[src/rtl/mono_scan_pkg.sv]
package mono_scan_pkg;

  // number of words sent per line: lead-in zero word plus the row
  function automatic int unsigned line_xfer_words(input int unsigned row_words);
    return row_words + 1;
  endfunction

  // true when a line number lies inside the vertical active window
  function automatic logic line_in_window(input logic [31:0] line,
                                          input int unsigned vb_end,
                                          input int unsigned v_active);
    return (line >= vb_end) && (line < vb_end + v_active);
  endfunction

  // true when the row pointer steps after this line
  function automatic logic line_steps_row(input logic [31:0] line,
                                          input int unsigned vb_end);
    logic [31:0] rel;
    rel = line - vb_end;
    return rel[0];
  endfunction

endpackage

[src/rtl/scan_row_tracker.sv]
module scan_row_tracker
  import mono_scan_pkg::*;
#(
  parameter int ADDR_W     = 12,
  parameter int LINE_W     = 10,
  parameter int FB_BASE    = 256,
  parameter int STRIDE     = 24,
  parameter int VBLANK_END = 15,
  parameter int VACTIVE    = 480
) (
  input  logic              clk,
  input  logic              rst_n,
  input  logic              line_trig,
  input  logic [LINE_W-1:0] line_num,
  input  logic              enable,
  output logic              in_win,
  output logic              start_req,
  output logic [ADDR_W-1:0] row_base
);
  localparam logic [ADDR_W-1:0] BASE_A   = ADDR_W'(FB_BASE);
  localparam logic [ADDR_W-1:0] STRIDE_A = ADDR_W'(STRIDE);

  logic [ADDR_W-1:0] ptr_q;
  logic              steps;

  assign in_win    = line_in_window(32'(line_num), VBLANK_END, VACTIVE);
  assign steps     = line_steps_row(32'(line_num), VBLANK_END);
  assign start_req = line_trig && in_win && enable;
  assign row_base  = ptr_q;

  always_ff @(posedge clk) begin
    if (!rst_n) begin
      ptr_q <= BASE_A;
    end else if (line_trig) begin
      if (!in_win)    ptr_q <= BASE_A;
      else if (steps) ptr_q <= ptr_q + STRIDE_A;
    end
  end

  AST_PTR_HOLD: assert property (@(posedge clk) disable iff (!rst_n)
    !line_trig |=> $stable(ptr_q));

endmodule

[src/rtl/scan_bit_serializer.sv]
module scan_bit_serializer #(
  parameter int WORD_W     = 16,
  parameter int XFER_WORDS = 21,
  parameter int IDX_W      = 5
) (
  input  logic              clk,
  input  logic              rst_n,
  input  logic              start,
  input  logic              enable,
  input  logic [WORD_W-1:0] load_data,
  output logic              active,
  output logic [IDX_W-1:0]  word_idx,
  output logic              pre_edge,
  output logic              word_end,
  output logic              pix
);
  localparam int BIT_W = (WORD_W > 1) ? $clog2(WORD_W) : 1;
  localparam logic [BIT_W-1:0] LAST_BIT  = BIT_W'(WORD_W - 1);
  localparam logic [IDX_W-1:0] LAST_WORD = IDX_W'(XFER_WORDS - 1);

  logic              act_q;
  logic [WORD_W-1:0] sh_q;
  logic [BIT_W-1:0]  bit_q;
  logic              phase_q;
  logic [IDX_W-1:0]  idx_q;

  assign active   = act_q;
  assign word_idx = idx_q;
  assign pre_edge = act_q && !phase_q && (bit_q == LAST_BIT);
  assign word_end = act_q &&  phase_q && (bit_q == LAST_BIT);
  assign pix      = act_q && sh_q[bit_q];

  always_ff @(posedge clk) begin
    if (!rst_n) begin
      act_q   <= 1'b0;
      sh_q    <= '0;
      bit_q   <= '0;
      phase_q <= 1'b0;
      idx_q   <= '0;
    end else if (start) begin
      act_q   <= 1'b1;
      sh_q    <= '0;
      bit_q   <= '0;
      phase_q <= 1'b0;
      idx_q   <= '0;
    end else if (act_q) begin
      phase_q <= !phase_q;
      if (phase_q) bit_q <= (bit_q == LAST_BIT) ? '0 : bit_q + 1'b1;
      if (word_end) begin
        if ((idx_q == LAST_WORD) || !enable) begin
          act_q <= 1'b0;
        end else begin
          sh_q  <= load_data;
          idx_q <= idx_q + 1'b1;
        end
      end
    end
  end

  AST_LEADIN_ZERO: assert property (@(posedge clk) disable iff (!rst_n)
    $rose(act_q) |-> (sh_q == '0));

  AST_PHASE_TOGGLE: assert property (@(posedge clk) disable iff (!rst_n)
    (act_q && $past(act_q) && !$past(start)) |-> (phase_q != $past(phase_q)));

  AST_WORD_IDX_RANGE: assert property (@(posedge clk) disable iff (!rst_n)
    act_q |-> (idx_q <= LAST_WORD));

endmodule

[src/rtl/scan_word_fetch.sv]
module scan_word_fetch #(
  parameter int ADDR_W     = 12,
  parameter int IDX_W      = 5,
  parameter int XFER_WORDS = 21
) (
  input  logic              clk,
  input  logic              rst_n,
  input  logic              start,
  input  logic [ADDR_W-1:0] row_base,
  input  logic              pre_edge,
  input  logic [IDX_W-1:0]  word_idx,
  input  logic              enable,
  output logic              rd_en,
  output logic [ADDR_W-1:0] rd_addr
);
  localparam logic [IDX_W-1:0] LAST_WORD = IDX_W'(XFER_WORDS - 1);

  logic [ADDR_W-1:0] base_q;

  always_ff @(posedge clk) begin
    if (!rst_n)     base_q <= '0;
    else if (start) base_q <= row_base;
  end

  // transfer word idx+1 holds framebuffer word idx
  assign rd_en   = pre_edge && enable && !start && (word_idx != LAST_WORD);
  assign rd_addr = base_q + ADDR_W'(word_idx);

  AST_ADDR_STABLE_LINE: assert property (@(posedge clk) disable iff (!rst_n)
    !start |=> $stable(base_q));

endmodule

[src/rtl/mono_scanout.sv]
module mono_scanout
  import mono_scan_pkg::*;
#(
  parameter int WORD_W     = 16,
  parameter int ROW_WORDS  = 20,
  parameter int STRIDE     = 24,
  parameter int ADDR_W     = 12,
  parameter int LINE_W     = 10,
  parameter int FB_BASE    = 256,
  parameter int VBLANK_END = 15,
  parameter int VACTIVE    = 480
) (
  input  logic              clk,
  input  logic              rst_n,
  input  logic              enable,
  input  logic              line_trig,
  input  logic [LINE_W-1:0] line_num,
  output logic              rd_en,
  output logic [ADDR_W-1:0] rd_addr,
  input  logic [WORD_W-1:0] rd_data,
  output logic              pix_out
);
  localparam int XFER_WORDS = line_xfer_words(ROW_WORDS);
  localparam int IDX_W      = $clog2(XFER_WORDS + 1);

  logic              in_win;
  logic              start_req;
  logic [ADDR_W-1:0] row_base;
  logic              act;
  logic [IDX_W-1:0]  word_idx;
  logic              pre_edge;
  logic              word_end;

  scan_row_tracker #(
    .ADDR_W(ADDR_W), .LINE_W(LINE_W), .FB_BASE(FB_BASE), .STRIDE(STRIDE),
    .VBLANK_END(VBLANK_END), .VACTIVE(VACTIVE)
  ) u_rows (
    .clk(clk), .rst_n(rst_n), .line_trig(line_trig), .line_num(line_num),
    .enable(enable), .in_win(in_win), .start_req(start_req), .row_base(row_base)
  );

  scan_bit_serializer #(
    .WORD_W(WORD_W), .XFER_WORDS(XFER_WORDS), .IDX_W(IDX_W)
  ) u_ser (
    .clk(clk), .rst_n(rst_n), .start(start_req), .enable(enable),
    .load_data(rd_data), .active(act), .word_idx(word_idx),
    .pre_edge(pre_edge), .word_end(word_end), .pix(pix_out)
  );

  scan_word_fetch #(
    .ADDR_W(ADDR_W), .IDX_W(IDX_W), .XFER_WORDS(XFER_WORDS)
  ) u_fetch (
    .clk(clk), .rst_n(rst_n), .start(start_req), .row_base(row_base),
    .pre_edge(pre_edge), .word_idx(word_idx), .enable(enable),
    .rd_en(rd_en), .rd_addr(rd_addr)
  );

  AST_FETCH_LANDS: assert property (@(posedge clk) disable iff (!rst_n)
    rd_en |=> word_end);

  AST_START_QUALIFIED: assert property (@(posedge clk) disable iff (!rst_n)
    $rose(act) |-> ($past(line_trig) && $past(in_win) && $past(enable)));

  AST_IDLE_NO_READ: assert property (@(posedge clk) disable iff (!rst_n)
    !act |-> !rd_en);

endmodule

[config.mk]
export PLATFORM = sky130hd
export DESIGN_NAME = mono_scanout
export DESIGN_NICKNAME = d
export VERILOG_FILES = /design/src/rtl/mono_scan_pkg.sv /design/src/rtl/scan_row_tracker.sv /design/src/rtl/scan_bit_serializer.sv /design/src/rtl/scan_word_fetch.sv /design/src/rtl/mono_scanout.sv
export SDC_FILE = /design/constraint.sdc
export NUM_CORES = 1
export LEC_CHECK = 0
export BUFFER_PORTS_ARGS = -buffer_cell sky130_fd_sc_hd__buf_2
export CORE_MARGIN = 2
export CORE_UTILIZATION = 30
export CTS_BUF_LIST = sky130_fd_sc_hd__clkbuf_16
export DETAILED_ROUTE_END_ITERATION = 10
export MAX_ROUTING_LAYER = met4
export PLACE_DENSITY = 0.58
export RECOVER_POWER = 25
export SYNTH_ARGS = -nofsm -noshare
export SYNTH_HDL_FRONTEND = slang
export SYNTH_HIERARCHICAL = 1
export SYNTH_SLANG_ARGS = --single-unit
[constraint.sdc]
create_clock -name clk -period 2.7 [get_ports clk]
set_input_delay 0 -clock clk [delete_from_list [all_inputs] [get_ports clk]]
set_output_delay 0 -clock clk [all_outputs]
set_load 0.005 [all_outputs]
==> results of run 1 <==
final cells by class:
cell class                      instances  area (um^2)  share of cell area, %
Inverter                               10        37.54                  1.187
Clock buffer                            5        125.1                  3.956
Sequential cell                        48        960.9                  30.38
Tap cell                              105        131.4                  4.153
Clock inverter                          3        22.52                 0.7120
Multi-Input combinational cell        204         1480                  46.80
Timing Repair Buffer                   63        405.4                  12.82
layer usage:
layer  routed length, um  vias up  GRT usage, %
li1                    -     1075             -
met1                2611      971         15.21
met2                2440       24         18.22
met3                 128        7         1.879
met4                  87        0         4.550
met5                   0        -             -
power by group:
group | leakage [uW] | switching (uW) | internal, uW
logic | 0.000849 | 49.7 | 55.1
registers | 0.000387 | 6.63 | 714
clock network | 0.0000742 | 277 | 347
total | 0.00131 | 333 | 1120
cell usage in the layout (no fill, tap or decap), drive strengths merged, types with 4 or more instances in the layout:
cell	synthesis	routed
xor2	5	5
dfxtp	48	48
o21ai	12	12
mux2i	34	34
nand3	5	5
or4	4	4
xnor2	12	12
o211ai	4	4
or3	4	4
a21oi	9	9
nand2b	4	4
nor2b	15	15
nand2	11	11
nor3	4	4
nand4	6	6
inv	10	11
clkbuf	4	5
dlygate4sd3	0	16
buf	11	47
ha	9	9
nor2	31	31
registers in the layout (all words and copies together) (netlist names):
register / flops
u_fetch/base_q: 12
u_rows/row_base: 9
u_ser/active: 1
u_ser/phase_q: 1
u_ser/bit_q: 4
u_ser/word_idx: 5
u_ser/sh_q: 16
cell families (layout without fill, tap and decap cells):
logic type | after synthesis | after routing | synth area share (%)
xor gates and xnor gates | 17 | 17 | 5.779
AOI/OAI and AO/OA | 40 | 40 | 10.73
other | 1 | 3 | 0.1456
muxes | 36 | 36 | 15.44
and+or+nand+nor | 98 | 98 | 20.59
DFF | 48 | 48 | 37.30
adders and majority gates | 10 | 10 | 5.148
buffers and inverters | 25 | 81 | 4.857
repair_timing:
item                                   CTS  global route
hold buffers                            16             0
setup buffers                            0             0
endpoints found under the hold margin   16             0
setup endpoints to repair                0             0
critical path: cells and delay by family (launching register included):
kind | cells | cell delay (ns)
adder cells (fa/ha/maj) | 2 | 0.61
buffers and inverters | 2 | 0.19
AND/OR/NAND/NOR | 1 | 0.19
flip-flops | 1 | 0.41
AO/OA/AOI/OAI | 2 | 0.38
XOR/XNOR | 1 | 0.15
worst paths after layout:
check,depth (start not counted),slack [ns],to,start
worst min-delay path,3,0.06,u_rows/row_base[5]$_SDFFE_PN0P_,line_num[9]
worst max register to register,6,0.84,u_ser/sh_q[2]$_SDFFE_PP0P_,u_ser/bit_q[1]$_SDFFE_PP0N_
worst max-delay path,8,0.48,rd_addr[8],u_ser/word_idx[0]$_SDFFE_PP0P_
worst min register to register,2,0.49,u_rows/row_base[10]$_SDFFE_PN0P_,u_rows/row_base[10]$_SDFFE_PN0P_
metrics by stage:
step           instance area, um^2  setup WS (ns)  hold slack (ns)
4_1_cts                       3181         0.4620          0.06939
5_1_grt                       3163         0.2932          0.09059
6_report                      3163         0.4782          0.06013
3_3_place_gp                  2873         0.6081           0.2343
2_1_floorplan                 2584          1.030          0.07698
3_5_place_dp                  2873         0.5573           0.2415
==> flow_summary.json, run 1 <==
{
  "post-dp-hpwl_um": 3784,
  "cts_resized": 0,
  "holdCritPathClass": "input port to flip-flop",
  "area_delta_synth_final_pct": 22.78,
  "start_util_pct": 31.20,
  "hold_violations": 0,
  "port_buffers": 43,
  "drc": 0,
  "async_flop_share_pct": 0,
  "core-area_um2": 8258,
  "worst_pin_slew_ns": 0.5510,
  "syn_inst": 275,
  "synth_top_area_share_pct": 37.30,
  "grt_pass1_vias": 1921,
  "grt_max_degree": 19,
  "cts_buffers": 5,
  "global_route.usage.total_pct": 11.68,
  "synth_cell_types": 52,
  "slew_violations": 0,
  "synth_commonest_cells": "48 x dfxtp_1, 33 x mux2i_1, 29 x nor2_1, 15 x nor2b_1, 12 x xnor2_1",
  "antenna_found_initial": 0,
  "power_uw": 1449,
  "detailroute.via_count": 2077,
  "yosysMostFrequentCell": "dfxtp_1",
  "clockRootBuffer": "clkbuf_16",
  "slew_headroom_pct": 62.88,
  "ys_seq_area_share_pct": 37.30,
  "io_pins": 44,
  "numPlacedInstances": 414,
  "fin_cells": 438,
  "final_util_pct": 38.30,
  "drive_gt1_share_pct": 19.82,
  "fin_skew_ns": 0.005767,
  "netlist_area_um2": 2576,
  "p_per_area_nw_per_um2": 458.0,
  "drt-total-wl_um": 5268,
  "yosys_warnings": 6,
  "cts.path.max_buffers": 2,
  "synth-main-ff-cell": "dfxtp_1",
  "crit_path_cell_trace": "ha_1 -> inv_1 -> fa_1 -> nand2b_1 -> a21oi_2 -> o2111ai_1 -> xnor2_1 -> buf_2",
  "end_kind": "primary output",
  "cts_tree": "done",
  "n_antenna_cell": 0,
  "wl_per_cell_um": 12.03,
  "cellLeakagePower_uw": 0.001311,
  "die_area_um2": 9345,
  "grt_overflow_total": 0,
  "status": "completed",
  "finalCritPeriodShare_pct": 82.29,
  "crit_fanout": 5,
  "crit_required_ns": 2.70,
  "cp-start-kind": "flip-flop",
  "rsz0062_at_grt": "false",
  "finalSetupViolCount": 0,
  "critPathKind": "flip-flop to primary output",
  "dr.pass1.iters": 4,
  "htreeDepth": 2,
  "maxClockFrequency_mhz": 450.1,
  "final_nets": 372,
  "crit_slowest_cell": "dfxtp_1",
  "chipWidth_um": 96.67,
  "clk_pin_slew_ns": 0.07,
  "place.gp.congestion": 0.7865,
  "synth_area_leader_cell": "dfxtp_1",
  "post-route-min-period_ns": 2.222,
  "setup-tns-final_ns": 0,
  "first_iter_violations": 89,
  "cp_slowest_stage_delay_ns": 0.41,
  "ir_worst_vdd_mv": 0.2536,
  "fp-row-count": 33,
  "cp.arrival_ns": 2.22,
  "synth_edf_count": 0,
  "avgSynthCellArea_um2": 9.368,
  "viasPerCell": 4.742,
  "antenna_left": 0,
  "ys_ff_latch": 48,
  "maxCapViolCount": 0,
  "fillers": 842,
  "insertion_delay_ns": 0.29,
  "ys_top_cells_by_area": "dfxtp_1 37%, mux2i_1 13%, ha_1 4.4%, nor2_1 4.2%, xnor2_1 4.1%",
  "clock-sinks": 48,
  "grt_pass1_wl_um": 8921,
  "chipHeight_um": 96.67
}
Power figures use the tool's default switching activity.
==> run 2, diff against run 1 <==
- ABC_AREA: unset -> 1
- PLACE_DENSITY: 0.58 -> 0.57
- clock period: 2.7 -> 2.1 ns (I/O delays scaled with it)
==> flow_summary.json, run 2 <==
{
  "r2r_setup_slack_ns": 0.44,
  "chipHeight_um": 103.7,
  "antenna_left": 0,
  "avgSynthCellArea_um2": 6.556,
  "synth_commonest_cells": "100 x nand2_1, 63 x nor2_1, 55 x inv_1, 48 x dfxtp_1, 42 x nand3_1",
  "synth_edf_count": 0,
  "ir_worst_vdd_mv": 0.2992,
  "p_int_uw": 1565,
  "largest_register_ffs": 16,
  "synth_fa_ha_area_share_pct": 4.446,
  "reg2reg_depth": 8,
  "clockRootBuffer": "clkbuf_16",
  "synth_top_area_share_pct": 32.21,
  "n_antenna_cell": 0,
  "slew_headroom_pct": 49.07,
  "final_nets": 552,
  "maxCapViolCount": 0,
  "viasPerCell": 4.461,
  "io_pins": 44,
  "syn_inst": 455,
  "ys_seq_area_share_pct": 32.21,
  "htreeDepth": 2,
  "critPathKind": "flip-flop to primary output",
  "clock-sinks": 48,
  "finalCritPeriodShare_pct": 91.43,
  "crit_required_ns": 2.10,
  "grt_pass1_wl_um": 11870,
  "yosysMostFrequentCell": "nand2_1",
  "cp.arrival_ns": 1.92,
  "antenna_found_initial": 0,
  "post-dp-hpwl_um": 4999,
  "hold_violations": 0,
  "die_area_um2": 10760,
  "synth_top_family_by_area": "simple AND/OR/NAND/NOR gates",
  "layout_commonest_cell": "nand2_1",
  "dpl_cell_area_um2": 3296,
  "grt_pass1_vias": 2729,
  "worstHoldStart": "rst_n",
  "fin_skew_ns": 0.003102,
  "synth_cell_types": 36,
  "critPathLaunch": "u_ser/word_idx[0]$_SDFFE_PP0P_",
  "p_per_area_nw_per_um2": 557.1,
  "cts_tree": "done",
  "wl_per_cell_um": 10.30,
  "global_route.usage.total_pct": 13.24,
  "netlist_area_um2": 2983,
  "end_kind": "primary output",
  "insertion_delay_ns": 0.28,
  "hold_depth": 3,
  "layout_common_cells": "101 x nand2_1, 64 x nor2_1, 56 x inv_1",
  "post-route-min-period_ns": 1.920,
  "port_buffers": 43,
  "drive_gt1_share_pct": 15.98,
  "first_iter_violations": 127,
  "synth-main-ff-cell": "dfxtp_1",
  "hold_end": "u_ser/active$_SDFF_PN0_",
  "power_uw": 2005,
  "p_switching_uw": 440.3,
  "synth_area_leader_cell": "dfxtp_1",
  "area_delta_synth_final_pct": 20.68,
  "synthMuxAreaShare_pct": 0,
  "synth_compound_area_share_pct": 11.20,
  "cts_buffers": 5,
  "drc": 0,
  "rsz0062_at_grt": "false",
  "status": "completed",
  "power.share.sequential_pct": 47.0,
  "cts.path.max_buffers": 2,
  "start_util_pct": 30.66,
  "regMostFlops": "u_ser/sh_q",
  "swShare_pct": 21.95,
  "core-area_um2": 9729,
  "reg2reg_from": "u_ser/word_idx[1]$_SDFFE_PP0P_",
  "drt-total-wl_um": 6655,
  "setup-tns-final_ns": 0,
  "synthXorXnorAreaFrac_pct": 2.643,
  "grt_overflow_total": 0,
  "ys_ff_latch": 48,
  "cp-start-kind": "flip-flop",
  "ys_top_cells_by_area": "dfxtp_1 32%, nand2_1 13%, nor2_1 7.9%, nand3_1 7.0%, inv_1 6.9%",
  "clock_power_share_pct": 43.7,
  "design_area_um2": 3600,
  "slew_violations": 0,
  "finalSetupViolCount": 0,
  "clk_pin_slew_ns": 0.06,
  "place.gp.congestion": 0.8070,
  "detailroute.via_count": 2882,
  "grt_max_degree": 22,
  "cellLeakagePower_uw": 0.001662,
  "dr.pass1.iters": 4,
  "maxClockFrequency_mhz": 520.8,
  "async_flop_share_pct": 0,
  "fp-row-count": 36,
  "synthSimpleGateAreaFrac_pct": 38.26,
  "crit_fanout": 6,
  "rr_endpoint": "u_ser/sh_q[12]$_SDFFE_PP0P_",
  "holdCritPathClass": "input port to flip-flop",
  "yosys_warnings": 6,
  "chipWidth_um": 103.7,
  "worst_pin_slew_ns": 0.7639,
  "p_comb_share_pct": 9.2
}
run 2: worst max-delay path, cell delays in order, from the launching register on:
cell and delay [ns]:
dfxtp_2 0.37, ha_1 0.22, inv_1 0.07, fa_1 0.40, inv_1 0.12, nand2_1 0.06
nand3_1 0.09, nand2_1 0.07, xnor2_1 0.12, buf_2 0.12
run 2: final cells by class:
class	count	area [um^2]
multi-input combinational	333	1680
clock inverter	3	38.79
timing repair buffer	62	394.1
tap	133	166.4
fill	1057	6130
inverter	62	232.7
clock buffer	5	125.1
sequential	48	962.2
run 2: worst max path at each step:
stage               slack (ns)  depth (start not counted)          to
detailed placement        0.41                          9  rd_addr[4]
global route              0.04                         10  rd_addr[8]
finish                    0.18                          9  rd_addr[4]
global placement          0.46                          9  rd_addr[4]
CTS                        0.1                          9  rd_addr[4]
floorplan                 0.63                          8  rd_addr[4]
run 2: layer usage:
metal | track usage [%] | up-vias | part of all wire [%]
met5 | - | - | 0
met4 | 3.571 | 0 | 1.0
met3 | 1.951 | 4 | 3.3
met2 | 21.76 | 47 | 45
met1 | 17.06 | 1267 | 50
li1 | - | 1564 | -
run 2: metrics by stage:
stage               utilization, %  setup slack, ns  instances  hold WS [ns]
finish                       37.00           0.1800        646       0.09475
CTS                          37.20          0.09614        646       0.09315
global placement             33.87           0.4577        622        0.2234
detailed placement           33.87           0.4075        622        0.2346
global route                 37.00          0.04161        646        0.1180
floorplan                        -           0.6314        457       0.09878
run 2: logic make-up after synthesis:
group                    count (synthesis)
AND/OR/NAND/NOR                        248
buffers and inverters                   76
AO/OA/AOI/OAI                           63
flip-flops                              48
adder cells (fa/ha/maj)                 10
XOR/XNOR                                 9
other                                    1
run 2: power groups by stage:
stage / combinational (uW) / clock, uW / sequential, uW
final: 185 / 877 / 943
after global routing: 211 / 942 / 945
after CTS: 190 / 899 / 943
after detailed placement: 166 / 0 / 963
after global placement: 164 / 0 / 963
after floorplan: 106 / 0 / 958
run 2: what timing repair did:
item | 4_1_cts | 5_1_grt
setup buffers | 0 | 0
gates resized for setup | 0 | 1
hold buffers | 16 | 0
endpoints found under the setup margin | 0 | 2
endpoints found under the hold margin | 16 | 0
